$ cat src/rtl/wdg_pkg.sv
package wdg_pkg;
  localparam int CNT_W = 7;
  localparam int SEL_W = 2;
  localparam int CTL_W = CNT_W + 1;
  localparam int CFG_W = CNT_W + SEL_W + 1;

  localparam logic [CNT_W-1:0] CNT_RST  = 7'h7F;
  localparam logic [CNT_W-1:0] WIN_RST  = 7'h7F;
  localparam logic [CNT_W-1:0] LAST_OK  = 7'h40;
  localparam logic [CNT_W-1:0] PRE_WARN = 7'h41;

  // control word layout: enable on top, counter below
  typedef struct packed {
    logic             arm;
    logic [CNT_W-1:0] cnt;
  } ctl_t;

  // configuration word layout: warn enable, divider select, window limit
  typedef struct packed {
    logic             warn_en;
    logic [SEL_W-1:0] sel;
    logic [CNT_W-1:0] win;
  } cfg_t;
endpackage

$ cat src/rtl/wdg_prescale.sv
module wdg_prescale #(
  parameter int BASE_LOG = 12,
  parameter int SEL_W    = 2
) (
  input  logic             clk,
  input  logic             rst_n,
  input  logic [SEL_W-1:0] sel,
  output logic             tick_o
);
  localparam int MAX_SH = (1 << SEL_W) - 1;
  localparam int PRE_W  = BASE_LOG + MAX_SH;

  logic [PRE_W-1:0] pre_q, pre_d;
  logic [PRE_W-1:0] mask;

  // per-bit mask: bit i takes part when i < BASE_LOG + sel
  for (genvar i = 0; i < PRE_W; i++) begin : g_mask
    assign mask[i] = ((BASE_LOG + int'(sel)) > i);
  end

  always_comb begin
    pre_d = pre_q + 1'b1;
  end

  always_ff @(posedge clk or negedge rst_n) begin
    if (!rst_n) pre_q <= '0;
    else        pre_q <= pre_d;
  end

  assign tick_o = &(pre_q | ~mask);


  tick_spacing_chk: assert property (@(posedge clk) disable iff (!rst_n)
    tick_o |=> !tick_o);
endmodule

$ cat src/rtl/wdg_downcount.sv
module wdg_downcount
  import wdg_pkg::*;
(
  input  logic             clk,
  input  logic             rst_n,
  input  logic             tick,
  input  logic             load,
  input  logic [CNT_W-1:0] load_val,
  output logic [CNT_W-1:0] cnt_o,
  output logic             dec_o
);
  logic [CNT_W-1:0] cnt_q, cnt_d;
  logic             cnt_en;

  assign dec_o  = tick & ~load;
  assign cnt_en = load | tick;

  always_comb begin
    cnt_d = cnt_q;
    if (load)       cnt_d = load_val;
    else if (tick)  cnt_d = cnt_q - 1'b1;
  end

  always_ff @(posedge clk or negedge rst_n) begin
    if (!rst_n)      cnt_q <= CNT_RST;
    else if (cnt_en) cnt_q <= cnt_d;
  end

  assign cnt_o = cnt_q;


  dec_step_chk: assert property (@(posedge clk) disable iff (!rst_n)
    (tick && !load) |=> cnt_q == CNT_W'($past(cnt_q) - 7'd1));


  load_take_chk: assert property (@(posedge clk) disable iff (!rst_n)
    load |=> cnt_q == $past(load_val));


  idle_hold_chk: assert property (@(posedge clk) disable iff (!rst_n)
    (!tick && !load) |=> $stable(cnt_q));
endmodule

$ cat src/rtl/wdg_trip.sv
module wdg_trip
  import wdg_pkg::*;
(
  input  logic             clk,
  input  logic             rst_n,
  input  logic             armed,
  input  logic             ctl_wr,
  input  ctl_t             ctl_val,
  input  logic [CNT_W-1:0] cnt,
  input  logic [CNT_W-1:0] win,
  input  logic             dec,
  input  logic             warn_en,
  input  logic             flag_wr,
  input  logic             flag_wdata,
  output logic             rst_req_o,
  output logic             flag_o
);
  logic arm_after;
  logic hit_under, hit_early, hit_soft, hit_any;
  logic req_q, req_d;
  logic done_q, done_d;
  logic flag_q, flag_d;
  logic flag_set, flag_clr;

  always_comb begin
    arm_after = armed | (ctl_wr & ctl_val.arm);
    hit_under = armed & dec & (cnt == LAST_OK);
    hit_early = ctl_wr & arm_after & (cnt > win);
    hit_soft  = ctl_wr & arm_after & ~ctl_val.cnt[CNT_W-1];
    hit_any   = hit_under | hit_early | hit_soft;
    req_d     = hit_any & ~done_q;
    done_d    = done_q | hit_any;
  end

  always_comb begin
    flag_set = warn_en & dec & (cnt == PRE_WARN);
    flag_clr = flag_wr & ~flag_wdata;
    flag_d   = flag_set | (flag_q & ~flag_clr);
  end

  always_ff @(posedge clk or negedge rst_n) begin
    if (!rst_n) begin
      req_q  <= 1'b0;
      done_q <= 1'b0;
      flag_q <= 1'b0;
    end else begin
      req_q  <= req_d;
      done_q <= done_d;
      flag_q <= flag_d;
    end
  end

  assign rst_req_o = req_q;
  assign flag_o    = flag_q;


  req_pulse_chk: assert property (@(posedge clk) disable iff (!rst_n)
    req_q |=> !req_q);


  req_once_chk: assert property (@(posedge clk) disable iff (!rst_n)
    done_q |=> !req_q);


  underflow_chk: assert property (@(posedge clk) disable iff (!rst_n)
    (armed && dec && cnt == LAST_OK && !done_q) |=> req_q);


  early_chk: assert property (@(posedge clk) disable iff (!rst_n)
    (ctl_wr && armed && cnt > win && !done_q) |=> req_q);


  flag_rise_chk: assert property (@(posedge clk) disable iff (!rst_n)
    $rose(flag_q) |-> cnt == LAST_OK);
endmodule

$ cat src/rtl/win_watchdog.sv
module win_watchdog
  import wdg_pkg::*;
#(
  parameter int BASE_LOG = 12
) (
  input  logic             clk,
  input  logic             rst_n,
  input  logic             ctl_wr,
  input  logic [CTL_W-1:0] ctl_wdata,
  input  logic             cfg_wr,
  input  logic [CFG_W-1:0] cfg_wdata,
  input  logic             flag_wr,
  input  logic             flag_wdata,
  output logic [CNT_W-1:0] count_o,
  output logic             armed_o,
  output logic             warn_irq_o,
  output logic             rst_req_o
);
  ctl_t             ctl_val;
  cfg_t             cfg_q, cfg_d;
  logic             armed_q, armed_d;
  logic             tick;
  logic             dec;
  logic [CNT_W-1:0] cnt;

  assign ctl_val = ctl_t'(ctl_wdata);

  always_comb begin
    cfg_d   = cfg_wr ? cfg_t'(cfg_wdata) : cfg_q;
    armed_d = armed_q | (ctl_wr & ctl_val.arm);
  end

  always_ff @(posedge clk or negedge rst_n) begin
    if (!rst_n) begin
      cfg_q   <= '{warn_en: 1'b0, sel: '0, win: WIN_RST};
      armed_q <= 1'b0;
    end else begin
      cfg_q   <= cfg_d;
      armed_q <= armed_d;
    end
  end

  wdg_prescale #(.BASE_LOG(BASE_LOG), .SEL_W(SEL_W)) u_pre (
    .clk    (clk),
    .rst_n  (rst_n),
    .sel    (cfg_q.sel),
    .tick_o (tick)
  );

  wdg_downcount u_cnt (
    .clk      (clk),
    .rst_n    (rst_n),
    .tick     (tick),
    .load     (ctl_wr),
    .load_val (ctl_val.cnt),
    .cnt_o    (cnt),
    .dec_o    (dec)
  );

  wdg_trip u_trip (
    .clk        (clk),
    .rst_n      (rst_n),
    .armed      (armed_q),
    .ctl_wr     (ctl_wr),
    .ctl_val    (ctl_val),
    .cnt        (cnt),
    .win        (cfg_q.win),
    .dec        (dec),
    .warn_en    (cfg_q.warn_en),
    .flag_wr    (flag_wr),
    .flag_wdata (flag_wdata),
    .rst_req_o  (rst_req_o),
    .flag_o     (warn_irq_o)
  );

  assign count_o = cnt;
  assign armed_o = armed_q;


  arm_sticky_chk: assert property (@(posedge clk) disable iff (!rst_n)
    armed_q |=> armed_q);


  no_req_idle_chk: assert property (@(posedge clk) disable iff (!rst_n)
    (!armed_q && !ctl_wr) |=> !rst_req_o);
endmodule

$ cat config.mk
export PLATFORM = sky130hd
export DESIGN_NAME = win_watchdog
export DESIGN_NICKNAME = d
export VERILOG_FILES = /design/src/rtl/wdg_pkg.sv /design/src/rtl/wdg_prescale.sv /design/src/rtl/wdg_downcount.sv /design/src/rtl/wdg_trip.sv /design/src/rtl/win_watchdog.sv
export SDC_FILE = /design/constraint.sdc
export NUM_CORES = 1
export LEC_CHECK = 0
export BUFFER_PORTS_ARGS = -buffer_cell sky130_fd_sc_hd__buf_4
export CORE_ASPECT_RATIO = 0.75
export CORE_UTILIZATION = 40
export CTS_CLUSTER_SIZE = 25
export DETAILED_ROUTE_END_ITERATION = 7
export PLACE_DENSITY = 0.66
export SLEW_MARGIN = 20
export SYNTH_ARGS = -nofsm -noshare
export SYNTH_HDL_FRONTEND = slang
export SYNTH_HIERARCHICAL = 1
export SYNTH_SLANG_ARGS = --single-unit
$ cat constraint.sdc
create_clock -name clk -period 3.6 [get_ports clk]
set_input_delay 0 -clock clk [delete_from_list [all_inputs] [get_ports clk]]
set_output_delay 0 -clock clk [all_outputs]
set_load 0.01 [all_outputs]
==> results.cfg, run 1 <==
[placed_design]
place_area_um2 = 2203
routabilityCongestion = 0.7445
port_buffers = 33
place_hpwl_mm = 2.545
post-place-ws_ns = 1.325

[min_path]
hold_path.class = in -> reg
hold_start = ctl_wr
holdPathEnd = u_cnt/cnt_o[4]
min_delay_path_depth = 2

[die]
initial_core_util_pct = 42.03
dieWidth_um = 81.57
num_rows = 21
fp.dieH_um = 61.68
ioPinCount = 34
coreArea_um2 = 4519
die-area_um2 = 5031

[worst_setup_path]
cp-end-kind = flip-flop
ff2ff_path_depth = 8
worstSetupStartpointType = flip-flop
r2r-start = u_pre/pre_q[0]
r2r_slack_ns = 0.97
critical_path_class = reg -> reg
crit_path_max_fanout = 8
arrival_ns = 2.84
required_ns = 3.81
reg2reg_to = u_cnt/cnt_o[3]

[clocking]
htree_levels = 2
numClockSinks = 36
clock_path_buffers = 2
numCtsBuffers = 5
clkSlewWorstSetupHoldPaths_ns = 0.07
postCtsSetupBuffers = 0
cts_tree = built
root_buffer = clkbuf_8
clock_latency_ns = 0.28

[sta]
clock_skew_ns = 0.007376
fmax_mhz = 380.0
maxSlewViolCount = 0
tightest_slew_ns = 0.4664
period_needed_ns = 2.632
rsz0062_at_grt = no
hold_viol_final = 0
period_share_pct = 73.10
fin_setup_tns_ns = 0
hold_slack_ns = 0.02222
slew_headroom_pct = 68.90
worst_slack_ns = 0.9685
finalSetupViolations = 0

[synth]
synth_edf_count = 0
ys_top_cells_by_area = dfrtp_1 29%, dfstp_2 19%, mux2_4 7.9%
synth_largest_area_cell = dfrtp_1
avgSynthCellArea_um2 = 11.72
synth_seq_cells = 36
synth_most_common_cell = dfrtp_1
netlist_area_um2 = 1899
synth_top_area_share_pct = 28.99
ys_warn_count = 6
syn-num-nets = 195
ys.flop_type = dfrtp_1
synth.distinct_cells = 38
synthCells = 162
synth_async_sr_flop_share_pct = 100.0
ys_seq_area_share_pct = 48.35
ys_top_cells_by_count = 22 x dfrtp_1, 14 x dfstp_2, 13 x inv_1, 13 x nand2_1, 10 x mux2_4

[cells_and_area]
num_antenna_cells = 0
n_fill_cell = 396
syn_to_final_growth_pct = 32.74
design_area_um2 = 2521
final_layout_size_suffix_gt1_share_pct = 33.33
final_nets = 254

[status]
status = finished clean

[global_routing]
grt_usage_pct = 15.94
grt_max_degree = 37
grt_pass1_vias = 1245
grt_overflow = 0
grt_antenna_before_repair = 0
grt_pass1_wl_mm = 5.871

[pwr]
irDropWorstVdd_mv = 0.2412
pwr_density_cell_nw_per_um2 = 376.0
p_leak_uw = 0.001145

[flow_run]
max_cap_violations = 0

[detailed_routing]
first_pass_iters = 4
final_antenna_net_count = 0
via_count = 1342
via_per_inst = 4.810
totalWireLength_mm = 3.692
wl_per_cell_um = 13.23
route.detailed.drc = 0
drtIter0Drc = 56
==> report_power, final <==
group	internal, uW	switching (uW)	total, uW
Combinational	84.8	57.5	142
Clock	206	142	348
Sequential	435	22.9	458
Total	725	223	948
==> worst max path at each step <==
stage                     slack (ns)      startpoint             end
final                           0.97  u_pre/pre_q[0]  u_cnt/cnt_o[3]
after global placement          1.42  u_pre/pre_q[0]  u_cnt/cnt_o[5]
after detailed placement        1.33  u_pre/pre_q[0]  u_cnt/cnt_o[5]
after CTS                        1.0  u_pre/pre_q[0]  u_cnt/cnt_o[3]
after floorplan                 1.59  u_pre/pre_q[0]  u_cnt/cnt_o[5]
after global routing            0.78  u_pre/pre_q[0]  u_cnt/cnt_o[3]
==> repair_timing <==
item                       4_1_cts  5_1_grt
hold endpoints to repair        38        0
resized for setup                0        0
hold buffers                    21        0
setup endpoints to repair        0        0
==> layer usage <==
metal	global-route usage (%)	part of all wire [%]	wire length (um)	vias to the layer above
met3	4.444	2.9	107	2
met4	2.256	0.51	19	0
met1	22.56	53	1968	632
met5	0	0	0	-
li1	-	-	-	686
met2	25.00	43	1597	22
==> flip-flops by register name (all words and copies together) (netlist names) <==
register          flops
armed_o               1
cfg_q                10
u_cnt/cnt_o           7
u_pre/pre_q          15
u_trip/done_q         1
u_trip/flag_o         1
u_trip/rst_req_o      1
==> per-stage QoR <==
stage | utilization (%) | power, uW | instances
after CTS | 55.79 | 958.7 | 279
after floorplan | - | 530.5 | 162
after global placement | 48.75 | 586.7 | 250
after detailed placement | 48.75 | 587.7 | 250
final | 55.79 | 947.9 | 279
after global routing | 55.79 | 996.8 | 279
==> cell usage in the layout (no fill, tap or decap), types with 2 or more instances in the layout <==
| cell type | synthesis | routed |
|---|---|---|
| nand2_1 | 13 | 13 |
| nand3b_1 | 2 | 2 |
| and2_1 | 2 | 2 |
| o21ai_1 | 6 | 6 |
| nand2b_1 | 3 | 3 |
| mux2_4 | 10 | 10 |
| nand3_1 | 5 | 5 |
| dfrtp_1 | 22 | 22 |
| dfstp_2 | 14 | 14 |
| a21oi_1 | 6 | 6 |
| clkbuf_8 | 0 | 5 |
| nor2_1 | 4 | 4 |
| nand4_1 | 4 | 4 |
| inv_1 | 13 | 13 |
| xnor2_1 | 9 | 9 |
| buf_4 | 0 | 33 |
| a311o_1 | 2 | 2 |
| ha_1 | 9 | 9 |
| nor3_1 | 5 | 5 |
| xor2_1 | 8 | 8 |
| dlygate4sd3_1 | 0 | 21 |
| nor4_2 | 3 | 3 |
| nor4b_2 | 2 | 2 |
| o21ai_0 | 2 | 2 |
| nor2b_1 | 2 | 2 |
==> logic make-up after synthesis <==
group	Yosys count	share of synthesized area, %
AO/OA/AOI/OAI	23	7.972
XOR/XNOR	17	7.840
adder cells (fa/ha/maj)	9	5.929
buffers and inverters	15	3.360
flip-flops	36	48.35
multiplexers	10	7.905
AND/OR/NAND/NOR	52	18.64
==> critical path, stage by stage, from the launching register on <==
cell and delay, ns:
dfrtp_1 0.39, ha_1 0.23, nand4_1 0.20, nor3_1 0.35, o211a_1 0.35, nor4b_2 0.27, xnor2_1 0.16, o21ai_1 0.07
dlygate4sd3_1 0.55
==> cell type report <==
cell class	instances	area [um2]	area share, %
Sequential cell	36	918.4	36.43
Multi-Input combinational cell	111	917.1	36.38
Timing Repair Buffer	54	457.9	18.16
Clock buffer	6	72.57	2.878
Tap cell	57	71.32	2.829
Inverter	13	48.80	1.935
Clock inverter	2	35.03	1.390
No activity file was read; power rests on OpenSTA's default activity.
==> inputs of run 2 (changes only) <==
--- a/config.mk
+++ b/config.mk
@@ -5,6 +5,7 @@
 export SDC_FILE = /design/constraint.sdc
 export NUM_CORES = 1
 export LEC_CHECK = 0
+export ABC_AREA = 1
 export BUFFER_PORTS_ARGS = -buffer_cell sky130_fd_sc_hd__buf_4
 export CORE_ASPECT_RATIO = 0.75
 export CORE_UTILIZATION = 40
==> constraint.sdc (replaced) <==
create_clock -name clk -period 2.6 [get_ports clk]
set_input_delay 0 -clock clk [delete_from_list [all_inputs] [get_ports clk]]
set_output_delay 0 -clock clk [all_outputs]
set_load 0.01 [all_outputs]
==> run 2 against run 1 <==
The flow now finishes with violations (design-rule violations); critical endpoint is now u_trip/rst_req_o; sequential share of layout area down 2.2 points; synthesized area up 6.2%; utilization up 2.0 points; worst setup slack worse by 0.22 ns; die area up 6.0%.
==> results.cfg, run 2 <==
[status]
status = finished, violations left
violations = design-rule violations

[sta]
period_share_pct = 71.13
fin_setup_tns_ns = 0
slew_headroom_pct = 70.41
fmax_mhz = 540.7
clock_skew_ns = 0.005855
period_needed_ns = 1.849
finalSetupViolations = 0
hold_viol_final = 0
tightest_slew_ns = 0.4438
maxSlewViolCount = 0
rsz0062_at_grt = no

[cells_and_area]
layout_common_cells = 85 x nand2_1, 34 x inv_1, 33 x buf_4, 28 x dlygate4sd3_1, 22 x dfrtp_1
n_fill_cell = 436
num_antenna_cells = 0
layout.area.seq_um2 = 918.4
syn_to_final_growth_pct = 33.19
multi_input_area_um2 = 937.1
layout_commonest_cell = nand2_1
final_layout_size_suffix_gt1_share_pct = 25.81
regMostFlops = u_pre/pre_q
final_nets = 342
utilization_pct = 57.76
largest_reg_flops = 15

[worst_setup_path]
cp-end-kind = flip-flop
worstSetupStartpointType = flip-flop
cp-startpoint = u_pre/pre_q[0]
r2r-start = u_pre/pre_q[0]
crit_path_max_fanout = 9
required_ns = 2.84
critical_path_class = reg -> reg
r2r_slack_ns = 0.75
arrival_ns = 2.09

[clocking]
root_buffer = clkbuf_8
post_cts_resize_count = 0
numClockSinks = 36
clkSlewWorstSetupHoldPaths_ns = 0.07
clock_path_buffers = 2
htree_levels = 2
cts_tree = built
postCtsSetupBuffers = 0
numCtsBuffers = 5
clock_latency_ns = 0.29

[synth]
ys_warn_count = 6
netlist_area_um2 = 2017
synth.distinct_cells = 27
avgSynthCellArea_um2 = 8.300
syn-num-nets = 276
ys.flop_type = dfrtp_1
synth_async_sr_flop_share_pct = 100.0
synth_seq_cells = 36
synth_largest_area_cell = dfrtp_1
ys_top_cells_by_count = 85 x nand2_1, 34 x inv_1, 22 x dfrtp_1
ys_top_cells_by_area = dfrtp_1 27%, dfstp_2 18%, nand2_1 16%
synthCells = 243
synth_edf_count = 0
ys_seq_area_share_pct = 45.53
synth_most_common_cell = nand2_1
synth_top_area_share_pct = 27.30

[detailed_routing]
drtIter0Drc = 167
via_count = 1728
wl_per_cell_um = 11.22
final_antenna_net_count = 0
first_pass_iters = 6
totalWireLength_mm = 4.117
route.detailed.drc = 4
via_per_inst = 4.708

[die]
num_rows = 21
ioPinCount = 34
initial_core_util_pct = 43.37
dieWidth_um = 84.00
coreArea_um2 = 4651
die-area_um2 = 5333
fp.dieH_um = 63.50

[placed_design]
routabilityCongestion = 0.8010
place_hpwl_mm = 2.928
port_buffers = 33

[pwr]
pwr_density_cell_nw_per_um2 = 465.8
irDropWorstVdd_mv = 0.2514
p_leak_uw = 0.001355

[min_path]
hold_path.class = in -> reg
hold_start = cfg_wr

[global_routing]
grt_overflow = 0
grt_pass1_wl_mm = 7.438
grt_max_degree = 37
grt_pass1_vias = 1567
grt_usage_pct = 18.08
grt_antenna_before_repair = 0

[flow_run]
max_cap_violations = 0
[run 2: changes by cell type after synthesis, moves of 4 or more]
| cell | before | now |
|---|---|---|
| nand4_1 | 4 | 10 |
| xnor2_1 | 9 | 5 |
| nand3_1 | 5 | 11 |
| nor2_2 | 0 | 8 |
| nor3_1 | 5 | 1 |
| nand2_2 | 0 | 4 |
| a21oi_1 | 6 | 2 |
| a22oi_1 | 0 | 4 |
| inv_1 | 13 | 34 |
| mux2_4 | 10 | 0 |
| nand2_1 | 13 | 85 |
| nor2_1 | 4 | 8 |
| o21ai_1 | 6 | 1 |
[run 2: path summary, 6_finish.rpt]
| check | endpoint | depth (start not counted) |
|---|---|---|
| worst min register to register | cfg_q[6] | 2 |
| min in group asynchronous | u_pre/pre_q[2] | 2 |
| worst min-delay path | cfg_q[9] | 3 |
| worst max register to register | u_trip/rst_req_o | 13 |
| max in group asynchronous | u_cnt/cnt_o[5] | 2 |
| worst max-delay path | u_trip/rst_req_o | 13 |
[run 2: kinds of logic after synthesis]
family                   count (synthesis)  synth area share (%)
AND/OR/NAND/NOR                        136                 32.38
adder cells (fa/ha/maj)                  9                 5.583
buffers and inverters                   39                 8.002
XOR/XNOR                                10                 4.342
flip-flops                              36                 45.53
AO/OA/AOI/OAI                           13                 4.156
[run 2: metal layers]
metal  GRT usage (%)  part of all wire [%]  vias to the layer above
met5               0                     0                        -
met4           7.759                   1.4                        0
met3           4.063                   4.5                        7
met2           24.18                    39                       41
met1           27.47                    55                      787
li1                -                     -                      893
[run 2: timing repair]
action / in CTS / in global routing
hold endpoints to repair: 55 / 0
hold buffers: 28 / 0
setup endpoints to repair: 0 / 0
[run 2: final cells by class]
type | instances | area share [%]
Sequential cell | 36 | 34.19
Timing Repair Buffer | 61 | 19.66
Tap cell | 57 | 2.655
Clock inverter | 2 | 0.3726
Clock buffer | 6 | 3.074
Multi-Input combinational cell | 168 | 34.89
Inverter | 37 | 5.170
[run 2: through the flow]
step           hold WS [ns]  setup slack [ns]  std cells  area, um2  power, uW
6_report            0.01233            0.7505        367       2686       1251
5_1_grt             0.02054            0.5493        367       2686       1329
4_1_cts            0.001998            0.7452        367       2686       1267
3_5_place_dp       -0.01942            0.7586        331       2313      819.8
3_3_place_gp       -0.02028            0.8148        331       2313      815.0
2_1_floorplan       -0.2956            0.8970        243       2017      742.3
[run 2: power breakdown]
part	switching, uW	leakage [uW]	internal [uW]
clock	197	0.0000510	211
sequential	29.2	0.000424	599
combinational	105	0.000880	110
total	331	0.00136	920
[run 2: critical path, cell delays in order (launching register included)]
cell	delay, ns
dfrtp_1	0.38
ha_1	0.23
nand2_2	0.07
nor2_2	0.11
nand2_2	0.11
nor2_4	0.11
o21ai_2	0.06
nor2_2	0.16
inv_2	0.09
nor2_8	0.14
nand4_1	0.15
nand3_2	0.10
nand2_1	0.05
inv_1	0.04
==> inputs of run 3 (changes only) <==
--- a/config.mk
+++ b/config.mk
@@ -11,7 +11,7 @@
 export CORE_UTILIZATION = 40
 export CTS_CLUSTER_SIZE = 25
 export DETAILED_ROUTE_END_ITERATION = 7
-export PLACE_DENSITY = 0.66
+export PLACE_DENSITY = 0.68
 export SLEW_MARGIN = 20
 export SYNTH_ARGS = -nofsm -noshare
 export SYNTH_HDL_FRONTEND = slang
==> constraint.sdc (replaced) <==
create_clock -name clk -period 1.55 [get_ports clk]
set_input_delay 0 -clock clk [delete_from_list [all_inputs] [get_ports clk]]
set_output_delay 0 -clock clk [all_outputs]
set_load 0.01 [all_outputs]
==> run 3 against run 2 <==
The flow finishes with violations (design-rule violations, negative setup slack); sequential cell count unchanged; power grew 74%; register-to-register slack got worse by 0.80 ns; critical path type unchanged; critical endpoint unchanged.
==> results.cfg, run 3 (synthesized netlist as in run 2, its figures left out) <==
[cells_and_area]
layout_common_cells = 79 x nand2_1, 55 x buf_4, 34 x inv_1, 30 x dlygate4sd3_1, 22 x dfrtp_1
regMostFlops = u_pre/pre_q
layout_commonest_cell = nand2_1
syn_to_final_growth_pct = 45.72
largest_reg_flops = 15
fin_cells = 392
utilization_pct = 63.20
design_area_um2 = 2939
final_nets = 368
num_antenna_cells = 0
final_layout_size_suffix_gt1_share_pct = 33.73

[detailed_routing]
wl_per_cell_um = 11.95
route.detailed.drc = 6
first_pass_iters = 6
dr_wl_met2_mm = 2.007
via_per_inst = 4.645
wl_met3_um = 180
final_antenna_net_count = 0
top_layer_used = met4
drtIter0Drc = 93
met1_length_mm = 2.403
via_count = 1821
totalWireLength_mm = 4.686

[sta]
period_needed_ns = 1.599
hold_viol_final = 0
finalSetupViolations = 6
fmax_mhz = 625.5
tightest_slew_ns = 0.4484
rsz0062_at_grt = yes
clock_skew_ns = 0.008012
maxSlewViolCount = 0
hold_slack_ns = 0.008552
period_share_pct = 103.1
worst_slack_ns = -0.04871
slew_headroom_pct = 70.11

[placed_design]
port_buffers = 33
routabilityCongestion = 0.8258
place_area_um2 = 2444
placed_cells = 348
post-place-ws_ns = -0.07882
place_hpwl_mm = 3.311

[worst_setup_path]
required_ns = 1.79
crit_path_max_fanout = 4
worstSetupStartpointType = flip-flop
r2r_slack_ns = -0.05
critical_path_class = reg -> reg
arrival_ns = 1.84
cp-end-kind = flip-flop

[global_routing]
grt_antenna_before_repair = 0
grt_pass1_wl_mm = 8.204
grt_usage_pct = 20.14
grt_overflow = 0
grt_max_degree = 37
grt_pass1_vias = 1745

[die]
ioPinCount = 34
dieWidth_um = 84.00
die-area_um2 = 5333
num_rows = 21
fp.dieH_um = 63.50
initial_core_util_pct = 43.37
coreArea_um2 = 4651

[pwr]
p_leak_uw = 0.001495
p_seq_share_pct = 47.6
intPower_uw = 1606
irDropWorstVdd_mv = 0.4091
p_comb_share_pct = 19.0
pwr_density_cell_nw_per_um2 = 741.7
swShare_pct = 26.35
switchingPower_uw = 574.3
clkPwrFrac_pct = 33.4

[clocking]
root_buffer = clkbuf_8
htree_levels = 2
numClockSinks = 36
numCtsBuffers = 5
cts_tree = built
clkSlewWorstSetupHoldPaths_ns = 0.07
clock_latency_ns = 0.30
clock_path_buffers = 2

[flow_run]
max_cap_violations = 0

[status]
status = finished, violations left
violations = design-rule violations, negative setup slack

[min_path]
hold_path.class = in -> reg
## run 3: cell count changes in the layout (fill, tap and decap cells not counted), sizes merged
cell	delta
buf	+24
clkinv	-2
dlygate4sd3	+2
clkbuf	+1
## run 3: cell type report
class                      count  area, um2
clock buffer                   7      96.34
fill                         404       1712
inverter                      37      138.9
multi-input combinational    168      978.4
sequential                    36      918.4
tap                           57      71.32
timing repair buffer          87      735.7
## run 3: power by group through the flow
| stage | clock network (uW) | registers [uW] | logic (uW) |
|---|---|---|---|
| after global routing | 793 | 1040 | 469 |
| final | 728 | 1040 | 415 |
| after floorplan | 0 | 1060 | 181 |
| after CTS | 750 | 1040 | 409 |
| after global placement | 0 | 1050 | 338 |
| after detailed placement | 0 | 1050 | 349 |
## run 3: worst max-delay path: stages, from the launching register on
cell,delay [ns]
dfrtp_1,0.35
ha_2,0.19
nand2_2,0.07
nor2_4,0.09
nand2_2,0.08
nor2_4,0.10
o21ai_2,0.06
nor2_2,0.11
inv_2,0.07
nor2_8,0.10
nand4_1,0.13
nand3_2,0.10
nand2_1,0.05
inv_1,0.05
## run 3: repair_timing
action                                  4_1_cts  5_1_grt
gates resized for setup                       4        9
endpoints found under the setup margin        7       10
endpoints found under the hold margin        55        0
hold buffers                                 30        0
buffers inserted                              4        3
pin swaps                                     2        7
## run 3: per-stage QoR
stage / setup TNS, ns / total power, uW
after floorplan: -0.2133 / 1245
after detailed placement: -0.2243 / 1403
final: -0.1796 / 2180
after CTS: -0.04581 / 2196
after global routing: -1.303 / 2303
after global placement: 0 / 1388
## run 3: per-layer routing
layer | track usage (%) | vias up
li1 | - | 944
met1 | 28.06 | 826
met2 | 30.33 | 43
met3 | 3.932 | 8
met4 | 9.052 | 0
met5 | 0 | -
## run 3: path summary, 6_finish.rpt
| kind | start | to | cells after the start |
|---|---|---|---|
| worst min-delay path | cfg_wr | cfg_q[7] | 3 |
| worst max register to register | u_pre/pre_q[0] | u_trip/rst_req_o | 13 |
| max in group asynchronous | rst_n | cfg_q[2] | 2 |
| worst min register to register | cfg_q[4] | cfg_q[4] | 2 |
| worst max-delay path | u_pre/pre_q[0] | u_trip/rst_req_o | 13 |
| min in group asynchronous | rst_n | u_pre/pre_q[4] | 2 |
